<file path="src/rtl/adc_bus_port.sv">
module adc_bus_port #(
  parameter int DATA_W  = 16,
  parameter int RES_W   = 24,
  parameter int NREG    = 4,
  parameter int GD_INIT = 0
) (
  input  logic              clk,
  input  logic              rst_n,
  input  logic              cs_n,
  input  logic              rw_n,
  input  logic [DATA_W-1:0] d_in,
  output logic [DATA_W-1:0] d_out,
  output logic              d_oe,
  input  logic              res_valid,
  input  logic [RES_W-1:0]  res_data,
  input  logic [4:0]        stat_in,
  output logic              rdy_n
);
  localparam int LSB_W   = RES_W - DATA_W;
  localparam int PAD_W   = DATA_W - LSB_W - 6;
  localparam int ADDR_W  = $clog2(NREG);
  localparam int CTRL_A  = 0;
  localparam int GD_A    = 1;

  logic [1:0] cs_sy, rw_sy;
  logic       cs_d;
  logic       cs_s, rw_s, sel_fall, rd_go, wr_go, wr_data;

  assign cs_s     = cs_sy[1];
  assign rw_s     = rw_sy[1];
  assign sel_fall = cs_d & ~cs_s;
  assign rd_go    = sel_fall & ~rw_s;
  assign wr_go    = sel_fall & rw_s;

  always_ff @(posedge clk or negedge rst_n)
    if (!rst_n) begin
      cs_sy <= '1;
      rw_sy <= '1;
      cs_d  <= 1'b1;
    end else begin
      cs_sy <= {cs_sy[0], cs_n};
      rw_sy <= {rw_sy[0], rw_n};
      cs_d  <= cs_s;
    end

  logic [DATA_W-1:0] regs [NREG];
  logic [RES_W-1:0]  res_q;
  logic [4:0]        st_q;
  logic [DATA_W-1:0] gd_cnt, d_q, gd_next, lo_word, rd_word;
  logic [ADDR_W-1:0] addr_q;
  logic dv_res, corrupt, phase, addr_pend, rb_pend, rd_on, rdy_q;

  assign wr_data = wr_go & addr_pend;
  assign gd_next = (addr_q == ADDR_W'(GD_A)) ? d_in : regs[GD_A];
  assign lo_word = {res_q[LSB_W-1:0], dv_res & ~corrupt & ~res_valid, st_q, {PAD_W{1'b0}}};
  assign rd_word = rb_pend ? regs[regs[CTRL_A][ADDR_W-1:0]]
                 : phase   ? lo_word : res_q[RES_W-1:LSB_W];

  always_ff @(posedge clk or negedge rst_n)
    if (!rst_n) begin
      for (int i = 0; i < NREG; i++)
        regs[i] <= (i == GD_A) ? DATA_W'(GD_INIT) : '0;
    end else if (wr_data) begin
      for (int i = 0; i < NREG; i++)
        if (addr_q == ADDR_W'(i)) regs[i] <= d_in;
    end

  always_ff @(posedge clk or negedge rst_n)
    if (!rst_n) begin
      res_q <= '0; st_q <= '0; dv_res <= 1'b0; gd_cnt <= '0;
      d_q <= '0; rd_on <= 1'b0; rdy_q <= 1'b1; phase <= 1'b0;
      corrupt <= 1'b0; addr_pend <= 1'b0; addr_q <= '0; rb_pend <= 1'b0;
    end else begin
      rdy_q <= ~res_valid;
      if (res_valid) begin
        res_q  <= res_data;
        st_q   <= stat_in;
        dv_res <= (gd_cnt == '0);
      end
      if (wr_data)                         gd_cnt <= gd_next;
      else if (res_valid && gd_cnt != '0)  gd_cnt <= gd_cnt - 1'b1;

      if (rd_go)      rd_on <= 1'b1;
      else if (cs_s)  rd_on <= 1'b0;
      if (rd_go)      d_q   <= rd_word;

      if (rd_go && !rb_pend) phase <= ~phase;

      if (res_valid && (phase || rd_on))           corrupt <= 1'b1;
      else if (rd_go && !rb_pend && !phase)        corrupt <= 1'b0;

      if (rd_go) rb_pend <= 1'b0;
      else if (wr_data && addr_q == ADDR_W'(CTRL_A)) rb_pend <= d_in[DATA_W-1];

      if (rd_go) addr_pend <= 1'b0;
      else if (wr_go) begin
        if (!addr_pend) begin
          addr_q    <= d_in[ADDR_W-1:0];
          addr_pend <= 1'b1;
        end else addr_pend <= 1'b0;
      end
    end

  assign d_out = d_q;
  assign d_oe  = rd_on;
  assign rdy_n = rdy_q;
endmodule


</file>
<file path="config.mk">
export PLATFORM = sky130hd
export DESIGN_NAME = adc_bus_port
export DESIGN_NICKNAME = d
export VERILOG_FILES = /design/src/rtl/adc_bus_port.sv
export SDC_FILE = /design/constraint.sdc
export NUM_CORES = 1
export LEC_CHECK = 0
export ABC_AREA = 1
export CAP_MARGIN = 20
export CORE_MARGIN = 3
export CORE_UTILIZATION = 35
export DETAILED_ROUTE_END_ITERATION = 16
export SETUP_SLACK_MARGIN = 0.3
export SKIP_LAST_GASP = 1
export SLEW_MARGIN = 15
export SYNTH_ARGS = -nofsm -noshare
export SYNTH_HDL_FRONTEND = slang
export SYNTH_SLANG_ARGS = --single-unit
</file>
<file path="constraint.sdc">
create_clock -name clk -period 2.18 [get_ports clk]
set_clock_uncertainty 0.05 [all_clocks]
set_input_delay 0.436 -clock clk [delete_from_list [all_inputs] [get_ports clk]]
set_output_delay 0.436 -clock clk [all_outputs]
set_load 0.05 [all_outputs]
</file>
* After elaboration in Yosys (flattened, before gate mapping)
Index checks and enable logic that the tools add are counted.
** Storage, ports and cells
- Register bits after elaboration :: 139
- Input port bits :: 50
- Output and inout port bits :: 18
- Logic and storage cells :: 75
** Operators by class
- Add/sub/neg operators :: 1
- $lt $le $gt $ge :: 1
- Equal/unequal tests :: 3
- Muxes and demuxes :: 17
- Bitwise operators :: 14
- Reductions and logical operators :: 20
** Operators with widths (number)
- 16-bit two-way mux :: 7
- 16-bit binary-select mux with 2-bit select :: 1
- 16-bit logical NOT :: 1
- 16-bit nonzero test :: 1
- 16-bit by 1-bit subtractor with 16-bit output, second input constant :: 1
- 2-bit nonzero test :: 5
- 1-bit two-way mux :: 9
- 1-bit inverter :: 7
- 1-bit AND :: 6
- 2-bit AND reduction :: 3
- 1-bit logical AND :: 5
- 2-bit equality test, second input constant :: 2
- 3-bit >= comparator, second input constant :: 1
- 2-bit inverter with 3-bit output :: 1
- 3-bit AND reduction :: 1
- 2-bit by 1-bit equality test with 1-bit output, second input constant :: 1
- 1-bit logical NOT :: 2
- 2-bit logical NOT :: 1
- 1-bit logical OR :: 1

* Depth between registers and ports, before layout
Gate-level depths: netlist of the first run.
- Depth in word-level cells :: 7
- Mapped depth :: 10
- Depth with buffers taken out :: 10

* Worst setup path before layout of the first run
Ideal clock, no wire load.
- Kind :: reg-to-reg
- From :: register gd_cnt[0]
- To :: register gd_cnt[9]
- Data arrival time :: 1.378 ns
- Slack :: 0.629 ns
- Stages on the path, launching flop included :: 11
- Path buffers :: 1
- Period minus slack after synthesis :: 1.551 ns
- Cell sequence :: dfrtp_1 inv_1 ha_1 nand2_2 nor2_2 nand2_2 nand2_2 nand2_2 buf_2 nand2_1 nand2_1
** On the way
- Cells in the longest elaborated chain, start to end :: 3
- Elaborated cells on any way between the ends :: 6
- Those cells by class :: add/sub (1); mux (2); reduce/logical (3)
** RTL lines
- from (decl) :: RTL line 49 : logic [DATA_W-1:0] gd_cnt, d_q, gd_next, lo_word, rd_word;
- from (signal assigned) :: RTL line 80 : if (wr_data) gd_cnt <= gd_next;
- from (signal assigned) :: RTL line 81 : else if (res_valid && gd_cnt != '0) gd_cnt <= gd_cnt - 1'b1;
- 16-bit by 1-bit subtractor with 16-bit output / 16-bit nonzero test (equally long branches) :: RTL line 81
- 16-bit two-way mux / 1-bit logical AND (equally long branches) :: RTL line 81
- 16-bit two-way mux / 2-bit nonzero test (equally long branches)
Several ways; a longest one is shown, not always the timed one. The select of a mux whose other input is x is not followed.
A chain may end at the register's enable or synchronous reset.

* Worst setup path in the final report of the first run
- From :: register d_q[3], in the netlist d_out[3]
- To :: output d_out[3]
** RTL lines
- from (decl) :: RTL line 49
- from (signal assigned) :: RTL line 85 : if (rd_go) d_q <= rd_word;
- to (decl) :: RTL line 12 : output logic [DATA_W-1:0] d_out,
No word-level cell between the ends.

==> flow_summary.ini, run 1 <==
[status]
status = complete, no violations

[global_route]
antenna_found_initial = 0
grt_pass1_vias = 5079
grt_max_degree = 44
overflow = 0
grt_pass1_wl_mm = 26.5
grt_usage_pct = 16.4

[yosys]
synth_area_um2 = 6510
synth-seq-area-share_pct = 53.6
synth_nets = 862
synthCells = 811
ys_types = 35
syn_area_per_cell_um2 = 8.03
yosys_warnings = 0
synth-seq-cells = 139

[clock_tree]
cts_sinks = 139
post-cts-setup-buffer-count = 0
path_clk_slew_ns = 0.06
clockRootBuffer = clkbuf_16
clk_latency_ns = 0.42
cts_buffers = 17
htreeDepth = 4
clk_path_buf_depth = 2
tritoncts = yes

[setup_path]
setup.worst_path.end_class = output port
crit_type = flip-flop to output port
worstPathCellList = dlygate4sd2_1
crit_slowest_cell = dlygate4sd2_1
worst_ep_required_time_ns = 1.69
worst_setup_path_start_kind = flip-flop
cp_top_family = buffers and inverters
critPathMaxStageDelay_ns = 0.55
crit_path_max_fanout = 2
r2r_slack_ns = 0.44
cp.arrival_ns = 1.32
worstPathBufferInverterCount = 1

[job]
max_cap_violations = 0

[drt]
wire_per_inst_um = 14.2
wirelength_mm = 16.0
drtIter0Drc = 320
drc = 0
drt-vias-per-instance = 4.77
num_vias = 5353
firstDrtPassIters = 5
postRouteAntennaNets = 0

[sta]
final_hold_viol_count = 0
fin_crit_sh_pct = 83.1
fin_setup_tns_ns = 0
setup_viol_count_final = 0
rsz0062_at_grt = true
max_freq_ghz = 0.552
max_slew_margin_pct = 65.7
layout_setup_ws_ns = 0.369
fin_crit_ns = 1.81
tightest_slew_ns = 0.516
drv_slew = 0

[die]
fp.dieH_um = 142
die_w_um = 142
initial_core_util_pct = 36.0
coreArea_um2 = 18100
placementRows = 49
ios = 68
die_area_um2 = 20300

[layout]
layout-drive-gt1-share_pct = 8.85
diodes = 0
area_delta_synth_final_pct = 24.5
nets = 931

[min_path]
hp-class = flip-flop to flip-flop

[place]
post-dp-hpwl_mm = 11.0
globalplace.congestion = 0.864
numPortBuffers = 67
dp_slack_ns = 0.310

[power_and_ir_drop]
swShare_pct = 36.5
ir_drop_uv = 453
power_frac_seq_pct = 39.5
clockPowerShare_pct = 30.0
power_switching_mw = 3.60
power.internal_mw = 6.26
p_comb_share_pct = 30.4
powerDensity_nw_per_um2 = 1220
leakagePower_nw = 3.91
registers in the layout (all words and copies together) (netlist names):
| register | count |
|---|---|
| addr_pend | 1 |
| addr_q | 2 |
| corrupt | 1 |
| cs_d | 1 |
| cs_sy | 2 |
| d_oe | 1 |
| d_out | 16 |
| dv_res | 1 |
| gd_cnt | 16 |
| phase | 1 |
| rb_pend | 1 |
| rdy_n | 1 |
| regs | 64 |
| res_q | 24 |
| rw_sy | 2 |
| st_q | 5 |
cell families (layout without fill, tap and decap cells):
group | count (synthesis) | after routing | share of synthesized area [%]
xor gates and xnor gates | 4 | 4 | 0.538
adders and majority gates | 1 | 1 | 0.192
DFF | 139 | 139 | 53.6
AOI/OAI and AO/OA | 209 | 209 | 17.0
and+or+nand+nor | 326 | 326 | 20.6
buffers and inverters | 132 | 214 | 8.13
cells in the mapped netlist (all sizes together):
library cell,number,share of area [%]
xnor2,1,0.13
nand4,5,0.48
xor2,3,0.40
inv,92,5.3
a22oi,2,0.23
clkbuf,16,0.92
a21oi,39,3.0
nor3,6,0.71
buf,23,1.8
o21ai,152,12
dfrtp,133,51
dfstp,6,2.4
a21o,2,0.23
nand3,18,1.7
nor2,59,3.8
nand3b,1,0.12
a221oi,12,1.6
and2,1,0.096
nand2,236,14
ha,1,0.19
o21a,1,0.12
o22ai,1,0.096
clkinv,1,0.058
through the flow:
stage	total power, mW	util [%]	hold slack [ns]	instances	area (µm²)
floorplan	5.98	-	0.0904	811	6510
finish	9.86	44.8	0.305	1122	8100
global placement	6.97	41.4	0.297	1089	7480
global route	10.6	44.8	0.313	1122	8100
detailed placement	7.00	41.4	0.298	1089	7480
CTS	9.94	44.7	0.307	1122	8090
repair_timing:
| item | 4_1_cts | 5_1_grt |
|---|---|---|
| pin swaps | 0 | 0 |
| hold buffers | 1 | 0 |
| endpoints found under the setup margin | 19 | 30 |
| gates resized for setup | 19 | 10 |
| hold endpoints to repair | 38 | 0 |
layout by cell type, fill, tap and decap left out, drive strengths merged, types with 2 or more instances in the layout:
cell type / netlist / final
a21o: 2 / 2
a21oi: 39 / 39
a221oi: 12 / 12
a22oi: 2 / 2
buf: 23 / 23
bufinv: 0 / 3
clkbuf: 16 / 20
clkdlybuf4s50: 0 / 47
clkinv: 1 / 6
clkinvlp: 0 / 4
dfrtp: 133 / 133
dfstp: 6 / 6
dlygate4sd2: 0 / 16
inv: 92 / 94
nand2: 236 / 236
nand3: 18 / 18
nand4: 5 / 5
nor2: 59 / 59
nor3: 6 / 6
o21ai: 152 / 152
xor2: 3 / 3
layer usage:
metal	vias up	track usage, %	share of wire, %	wire [µm]
met3	19	3.97	4.1	656
li1	2754	-	-	-
met2	110	24.1	44	6950
met1	2470	23.9	51	8100
met5	-	0	0	0
met4	0	5.45	1.5	245
final cells by class:
class / instances / area (µm²)
multi-input combinational: 540 / 2520
clock buffer: 18 / 439
sequential: 139 / 3490
inverter: 93 / 352
timing repair buffer: 89 / 846
clock inverter: 14 / 170
fill: 1763 / 9980
tap: 229 / 287
power groups by stage:
| stage | Combinational, mW | Sequential [mW] | Clock [mW] |
|---|---|---|---|
| final | 3.00 | 3.90 | 2.96 |
| after global placement | 3.04 | 3.93 | 0 |
| after floorplan | 1.85 | 4.12 | 0 |
| after global routing | 3.46 | 4.01 | 3.14 |
| after detailed placement | 3.07 | 3.93 | 0 |
| after CTS | 3.02 | 3.89 | 3.03 |
path summary, 6_finish.rpt:
kind                                       from                   to  cells past startpoint
hold / removal               cs_sy[0]$_DFF_PN1_   cs_sy[1]$_DFF_PN1_                      0
min in group asynchronous                 rst_n  st_q[0]$_DFFE_PN0P_                      2
hold reg to reg              cs_sy[0]$_DFF_PN1_   cs_sy[1]$_DFF_PN1_                      0
max in group asynchronous                 rst_n       cs_d$_DFF_PN1_                      3
setup / recovery           d_out[3]$_DFFE_PN0P_             d_out[3]                      1
setup reg to reg                 cs_d$_DFF_PN1_  regs[9]$_DFFE_PN0P_                      7
Power figures use the tool's default switching activity.
==> inputs of run 2 (changes only) <==
- clock period: 2.18 -> 1.7 ns (I/O delays scaled with it)
==> run 2 against run 1 <==
  * Cell area increased by 14%
  * Largest cell class unchanged
  * Utilization increased by 6.3 points
  * Critical path depth increased by 6
  * Combinational power increased by 78%
  * Non-clock buffer count increased by 45
==> flow_summary.ini, run 2 (synthesis gave the netlist of run 1 again) <==
[die]
die_w_um = 142
placementRows = 49
initial_core_util_pct = 36.0
fp.dieH_um = 142
ios = 68
die_area_um2 = 20300
coreArea_um2 = 18100

[power_and_ir_drop]
ir_drop_uv = 810
powerDensity_nw_per_um2 = 1580
leakagePower_nw = 4.42

[global_route]
antenna_found_initial = 0
grt_usage_pct = 16.6
grt_pass1_wl_mm = 27.0
grt_max_degree = 46
grt_pass1_vias = 5224
overflow = 0

[clock_tree]
tritoncts = yes
cts_sinks = 139
clk_path_buf_depth = 2
cts_buffers = 17
clk_latency_ns = 0.42
path_clk_slew_ns = 0.06
htreeDepth = 4
clockRootBuffer = clkbuf_16

[sta]
holdWs_ns = 0.271
layout_setup_ws_ns = 0.133
rsz0062_at_grt = true
max_slew_margin_pct = 69.3
fin_crit_sh_pct = 92.1
final_hold_viol_count = 0
max_freq_ghz = 0.638
tightest_slew_ns = 0.461
fin_crit_ns = 1.57
fin_setup_tns_ns = 0
drv_slew = 0
setup_viol_count_final = 0

[drt]
wirelength_mm = 17.4
drt-vias-per-instance = 4.86
num_vias = 5668
postRouteAntennaNets = 0
firstDrtPassIters = 5
drc = 0
wire_per_inst_um = 14.9
drtIter0Drc = 444

[job]
max_cap_violations = 0

[layout]
stdcell_count = 1167
reg_top3 = regs: 64 flops, res_q: 24 flops
fill_cells = 1643
largest_register_ffs = 64
diodes = 0
utilization_pct = 51.0
layout_commonest_cell = nand2_1
final_cell_mix = nand2_1 (203), dfrtp_1 (130), o21ai_0 (101)
area_delta_synth_final_pct = 41.8
top_register = regs
nets = 976
layout-drive-gt1-share_pct = 23.0

[place]
numPortBuffers = 67
post-dp-hpwl_mm = 11.2
globalplace.congestion = 0.823
dp_slack_ns = 0.0639
dp.cells = 1100

[status]
status = complete, no violations

[setup_path]
crit_slowest_cell = dfstp_2
worst_ep_required_time_ns = 2.00
crit_path_max_fanout = 32
cp_top_family = simple AND/OR/NAND/NOR gates
worstPathBufferInverterCount = 2
setup.worst_path.end_class = flip-flop
cp.arrival_ns = 1.86
crit_type = flip-flop to flip-flop
worst_setup_path_start_kind = flip-flop
worstPathCellList = inv_2, nor2_4, nand3_4, nor3_4, buf_12, nor2_1, a21oi_1
critPathMaxStageDelay_ns = 0.52

[min_path]
hp-class = primary input to flip-flop
## run 2: cell count changes in the layout (fill, tap and decap cells not counted), sizes merged
cell,delta
buf,+59
bufinv,+3
clkbuf,+4
clkinvlp,-2
dlygate4sd2,-16
inv,-3
## run 2: final cells by class
cell class / count / area (µm²) / area share, %
flip-flops and latches: 139 / 3490 / 37.8
clock buffers: 20 / 447 / 4.84
clock inverters: 12 / 219 / 2.37
inverters: 93 / 367 / 3.97
multi-input cells: 540 / 2930 / 31.7
well taps: 229 / 287 / 3.10
repair buffers: 134 / 1500 / 16.2
## run 2: routing by layer
metal  up-vias  routed length, µm  global-route usage [%]  part of all wire (%)
met3        14                693                    3.97                   4.0
met5         -                  0                       0                     0
met1      2679               8280                    24.2                    48
met2       132               8230                    24.9                    47
met4         0                199                    4.35                   1.1
li1       2843                  -                       -                     -
## run 2: worst paths after layout
path                                    startpoint                    end  slack (ns)  cells after the start
worst min-delay path                          cs_n     cs_sy[0]$_DFF_PN1_        0.27                      1
min in group asynchronous                    rst_n   res_q[8]$_DFFE_PN0P_        0.38                      2
max in group asynchronous                    rst_n  gd_cnt[5]$_DFFE_PN0P_        0.64                      3
worst max register to register      cs_d$_DFF_PN1_    regs[8]$_DFFE_PN0P_        0.13                      7
worst max-delay path                cs_d$_DFF_PN1_    regs[8]$_DFFE_PN0P_        0.13                      7
worst min register to register  cs_sy[0]$_DFF_PN1_     cs_sy[1]$_DFF_PN1_        0.31                      0
## run 2: timing repair
item | 4_1_cts | 5_1_grt
pin swaps | 8 | 25
hold buffers | 1 | 0
setup endpoints to repair | 102 | 117
resized for setup | 70 | 87
setup buffers | 14 | 15
cloned | 0 | 5
endpoints found under the hold margin | 35 | 0
## run 2: power breakdown
part / internal [mW] / leakage, nW / switching, mW
Clock: 2.78 / 0.320 / 1.40
Combinational: 2.21 / 2.52 / 3.13
Sequential: 4.35 / 1.59 / 0.733
## run 2: through the flow
step	area, µm²	power (mW)
5_1_grt	9230	15.5
2_1_floorplan	6610	7.76
4_1_cts	8730	13.8
3_3_place_gp	7680	9.19
3_5_place_dp	7680	9.24
6_report	9230	14.6
